File: src/rtl/opsel_alu_pkg.sv
package opsel_alu_pkg;

    // 4-bit operation code: bit 3 = invert B and carry in, bit 2 = adder path,
    // bits 1:0 = function within the selected path
    typedef enum logic [3:0] {
        OPC_AND = 4'b0000,
        OPC_OR  = 4'b0001,
        OPC_XOR = 4'b0010,
        OPC_NOR = 4'b0011,
        OPC_ADD = 4'b0110,
        OPC_SUB = 4'b1110,
        OPC_SLT = 4'b1111
    } alu_opc_e;

    typedef enum logic [1:0] {
        CLS_ADD  = 2'b00,
        CLS_SUB  = 2'b01,
        CLS_FUNC = 2'b10
    } op_class_e;

    localparam int unsigned OPC_W = 4;
    localparam int unsigned FN_W  = 6;
    localparam int unsigned FN_DEC_W = 4;

    // Adder path selector values in bits 1:0 when bit 2 is set
    localparam logic [1:0] ARITH_SUM = 2'b10;
    localparam logic [1:0] ARITH_LT  = 2'b11;

    function automatic alu_opc_e fn_nibble_to_opc(input logic [FN_DEC_W-1:0] nib);
        alu_opc_e opc;
        case (nib)
            4'b0000: opc = OPC_ADD;
            4'b0010: opc = OPC_SUB;
            4'b0100: opc = OPC_AND;
            4'b0101: opc = OPC_OR;
            4'b0110: opc = OPC_XOR;
            4'b0111: opc = OPC_NOR;
            4'b1010: opc = OPC_SLT;
            default: opc = OPC_ADD;
        endcase
        return opc;
    endfunction

endpackage

File: src/rtl/opsel_alu_decode.sv
module opsel_alu_decode
    import opsel_alu_pkg::*;
(
    input  logic [1:0]      op_class,
    input  logic [FN_W-1:0] fn_code,
    output alu_opc_e        opc
);
    logic unused_fn_hi;
    assign unused_fn_hi = ^fn_code[FN_W-1:FN_DEC_W];

    always_comb begin
        if (op_class[1]) begin
            opc = fn_nibble_to_opc(fn_code[FN_DEC_W-1:0]);
        end else if (op_class[0]) begin
            opc = OPC_SUB;
        end else begin
            opc = OPC_ADD;
        end
    end
endmodule

File: src/rtl/opsel_alu_addsub.sv
module opsel_alu_addsub #(
    parameter int unsigned WIDTH = 32
) (
    input  logic [WIDTH-1:0] a,
    input  logic [WIDTH-1:0] b,
    input  logic             negate_b,
    output logic [WIDTH-1:0] sum,
    output logic             sgn_ovf
);
    localparam int unsigned MSB = WIDTH - 1;

    logic [WIDTH-1:0] b_eff;
    logic [WIDTH-1:0] cin_vec;

    assign b_eff   = negate_b ? ~b : b;
    assign cin_vec = {{(WIDTH-1){1'b0}}, negate_b};
    assign sum     = a + b_eff + cin_vec;
    assign sgn_ovf = (a[MSB] == b_eff[MSB]) && (sum[MSB] != a[MSB]);
endmodule

File: src/rtl/opsel_alu_bitwise.sv
module opsel_alu_bitwise #(
    parameter int unsigned WIDTH = 32
) (
    input  logic [WIDTH-1:0] a,
    input  logic [WIDTH-1:0] b,
    input  logic [1:0]       sel,
    output logic [WIDTH-1:0] y
);
    for (genvar i = 0; i < WIDTH; i++) begin : g_bit
        always_comb begin
            case (sel)
                2'b00:   y[i] = a[i] & b[i];
                2'b01:   y[i] = a[i] | b[i];
                2'b10:   y[i] = a[i] ^ b[i];
                default: y[i] = ~(a[i] | b[i]);
            endcase
        end
    end
endmodule

File: src/rtl/opsel_alu.sv
module opsel_alu
    import opsel_alu_pkg::*;
#(
    parameter int unsigned WIDTH = 32
) (
    input  logic [1:0]       op_class,
    input  logic [5:0]       fn_code,
    input  logic [WIDTH-1:0] opnd_a,
    input  logic [WIDTH-1:0] opnd_b,
    output logic [3:0]       alu_ctl,
    output logic [WIDTH-1:0] result,
    output logic             is_zero,
    output logic             ovf
);
    localparam int unsigned MSB = WIDTH - 1;

    alu_opc_e         opc;
    logic [WIDTH-1:0] sum;
    logic             sum_ovf;
    logic [WIDTH-1:0] bit_y;
    logic             a_less;
    logic             arith_sum_sel;

    opsel_alu_decode u_decode (
        .op_class (op_class),
        .fn_code  (fn_code),
        .opc      (opc)
    );

    opsel_alu_addsub #(.WIDTH(WIDTH)) u_addsub (
        .a        (opnd_a),
        .b        (opnd_b),
        .negate_b (opc[3]),
        .sum      (sum),
        .sgn_ovf  (sum_ovf)
    );

    opsel_alu_bitwise #(.WIDTH(WIDTH)) u_bitwise (
        .a   (opnd_a),
        .b   (opnd_b),
        .sel (opc[1:0]),
        .y   (bit_y)
    );

    // Signed less-than: difference sign corrected by overflow
    assign a_less        = sum[MSB] ^ sum_ovf;
    assign arith_sum_sel = opc[2] && (opc[1:0] == ARITH_SUM);

    always_comb begin
        if (!opc[2]) begin
            result = bit_y;
        end else if (opc[1:0] == ARITH_LT) begin
            result = {{(WIDTH-1){1'b0}}, a_less};
        end else begin
            result = sum;
        end
    end

    assign alu_ctl = opc;
    assign is_zero = (result == '0);
    assign ovf     = arith_sum_sel & sum_ovf;
endmodule

File: config.mk
export PLATFORM = sky130hd
export DESIGN_NAME = opsel_alu
export DESIGN_NICKNAME = d
export VERILOG_FILES = /design/src/rtl/opsel_alu_pkg.sv /design/src/rtl/opsel_alu_decode.sv /design/src/rtl/opsel_alu_addsub.sv /design/src/rtl/opsel_alu_bitwise.sv /design/src/rtl/opsel_alu.sv
export SDC_FILE = /design/constraint.sdc
export NUM_CORES = 1
export LEC_CHECK = 0
export BUFFER_PORTS_ARGS = -buffer_cell sky130_fd_sc_hd__buf_2
export CAP_MARGIN = 15
export CORE_ASPECT_RATIO = 2
export CORE_MARGIN = 2
export CORE_UTILIZATION = 53
export DETAILED_ROUTE_END_ITERATION = 10
export PLACE_DENSITY_LB_ADDON = 0.12
export SETUP_SLACK_MARGIN = 0.05
export SLEW_MARGIN = 40
export SYNTH_ARGS = -nofsm -noshare
export SYNTH_HDL_FRONTEND = slang
export SYNTH_SLANG_ARGS = --single-unit
File: constraint.sdc
create_clock -name vclk -period 4.3
set_clock_uncertainty 0.05 [all_clocks]
set_input_delay 0.215 -clock vclk [all_inputs]
set_output_delay 0.215 -clock vclk [all_outputs]
set_load 0.02 [all_outputs]
==> summary.md <==
| Metric | Value |
|---|---|
| Violated checks | `setup timing` |
| Max Clock Freq | `230 MHz` |
| Antenna Nets Post-Route | `0` |
| Max-Cap Viols | `0` |
| Power after layout | `1.53 mW` |
| Critical Path Sink Type | `primary output` |
| Wire length per cell | `19.6 um` |
| Grt total ovfl | `0` |
| Final min period | `4.34 ns` |
| Proportion of layout cells with a drive suffix above 1 | `34.1%` |
| Via density | `6.22` |
| Vias in the first global route | `~6500` |
| Non-Filler Instances | `1010` |
| Die height | `139 um` |
| Commonest non-fill, non-tap cell in the layout | `buf_4` |
| Startpoint types | `input port` |
| WS Path Type | `in2out` |
| Required time of the critical path | `4.03 ns` |
| Initial Util | `54.0%` |
| Routability cong. | `about 1.1` |
| Starting DRT DRC Count | `roughly 300` |
| Worst hold slack | `0.923 ns` |
| Highest-count cells in the layout ignoring fill and taps | `buf_4, buf_2, ha_1, inv_1, a21oi_1` |
| Cell count after synthesis | `about 700` |
| Ant. Diodes | `0` |
| Crit Path Max Fanout | `4` |
| Seq. cell area | `0 um2` |
| Crit share post-route | `101%` |
| Pwr dens | `approximately 230 nW/um2` |
| Setup_tns | `-0.0388 ns` |
| Top Ports | `110` |
| Placed insts | `995` |
| Net count after synthesis | `between 800 and 900` |
| Hold buffer count at cts | `0` |
| Cell taking the most area after synthesis | `ha_1` |
| Synth Cell Area | `4800 um2` |
| Final setup violation count | `1` |
| Largest net degree at the start of global routing | `66` |
| Die area | `just under 10000 um2` |
| Worst EP arrival | `4.07 ns` |
| GRT Total Usage | `37.4%` |
| RSZ-0062 raised after global routing | `yes` |
| Routed via count | `6280` |
| Register area share after synthesis | `0%` |
| HPWL after detailed placement | `15700 um` |
| Synth top area cells | `ha_1, a21oi_1, xnor2_1` |
| Row Count | `roughly 50` |
| DRC | `0` |
| Final Util | `between 70 and 80%` |
| Pre-antenna DRT Iters | `5` |
| Post-Route WL | `about 20000 um` |
| Unique masters post-synth | `70` |
| P_leak | `3.51 nW` |
| Worst-Margin Slew | `0.768 ns` |
| Seq_cells | `0` |
| Slew headroom | `48.6%` |
| Final nets | `1083` |
| Syn Area/Cell | `6.74 um2` |
| Layout clock buffers | `0` |
| Top-area cell type share of the netlist area | `26.0%` |
| Number of antenna violations at the first check in global routing | `0` |
| Slew Viols, Final | `0` |
| IO Port Bufs | `108` |
| Final worst setup slack | `-0.0388 ns` |
| First-pass GRT wire length | `29700 um` |
| Area delta synth->final | `39.5%` |
| Status | `finished, violations left` |
| Die width | `~70 um` |
| Warnings, synthesis | `0` |
| Core area | `between 8000 and 9000 um2` |
| Maximum vdd drop | `0.138 mV` |
| HP Class | `in2out` |
| Final hold violation count | `0` |
-- worst paths after layout --
| path | start | endpoint | slack (ns) | cells past startpoint |
|---|---|---|---|---|
| min | opnd_a[31] | ovf | 0.92 | 5 |
| max | fn_code[2] | is_zero | -0.04 | 20 |
-- cells in the mapped netlist (all sizes together) (3+ instances only) --
| library cell | n |
|---|---|
| nand4 | 6 |
| and3 | 6 |
| or4 | 4 |
| nand3 | 16 |
| and3b | 4 |
| inv | 91 |
| o2111ai | 4 |
| o21ai | 50 |
| o22ai | 10 |
| a21oi | 81 |
| nor4 | 5 |
| and2 | 6 |
| a211o | 4 |
| ha | 100 |
| a211oi | 14 |
| o21a | 5 |
| a31oi | 7 |
| xor2 | 6 |
| o211ai | 10 |
| o31ai | 4 |
| mux2i | 23 |
| nor2 | 42 |
| clkbuf | 24 |
| a311oi | 4 |
| and4bb | 3 |
| nand2b | 6 |
| xnor2 | 42 |
| buf | 13 |
| a21boi | 3 |
| a21o | 10 |
| o21bai | 4 |
| nor3 | 8 |
| nor2b | 9 |
| nand2 | 56 |
-- metal layers --
metal	up-vias	track usage, %	wire, um
met4	0	30.2	1940
met2	286	73.4	10800
met1	2937	32.7	6220
li1	2930	-	-
met5	-	0	0
met3	127	1.96	840
-- critical path, stage by stage --
cell      delay (ns)
buf_6           0.09
and4bb_4        0.34
nor2_4          0.05
buf_6           0.13
buf_6           0.12
xnor2_2         0.12
ha_2            0.19
and2_4          0.17
a221o_1         0.36
o211ai_1        0.30
a21oi_2         0.14
buf_4           0.15
o311a_1         0.30
nor3_1          0.14
o32ai_1         0.19
nor4_1          0.31
nand2_1         0.13
nor4_2          0.24
and4bb_1        0.25
buf_6           0.13
-- logic make-up after synthesis --
group | share of synthesized area (%)
AOI/OAI and AO/OA | 30.3
xor gates and xnor gates | 8.75
adders and majority gates | 26.7
buffers and inverters | 10.4
muxes | 5.26
and+or+nand+nor | 18.6
-- report_power, final --
group	total [mW]	leakage, nW	internal [mW]	switching (mW)
Combinational	1.53	3.51	0.676	0.857
Sequential	0	0	0	0
Clock	0	0	0	0
Total	1.53	3.51	0.676	0.857
-- layout make-up --
cell class                      instances  area (um2)
Fill cell                             748        2190
Inverter                               91         342
Tap cell                              102         128
Timing Repair Buffer                  232        1520
Multi-Input combinational cell        585        4710
-- metrics by stage --
| stage | cell area, um2 | setup slack [ns] |
|---|---|---|
| 2_1_floorplan | 4810 | 0.0918 |
| 3_3_place_gp | 6160 | -0.264 |
| 3_5_place_dp | 6160 | -0.261 |
| 4_1_cts | 6420 | 0.0506 |
| 5_1_grt | 6700 | -0.163 |
| 6_report | 6700 | -0.0388 |
-- repair_timing --
action	4_1_cts	5_1_grt
endpoints found under the setup margin	2	2
setup buffers	12	3
gates resized for setup	40	51
pin swaps	25	32
No activity file was read; power rests on OpenSTA's default activity.
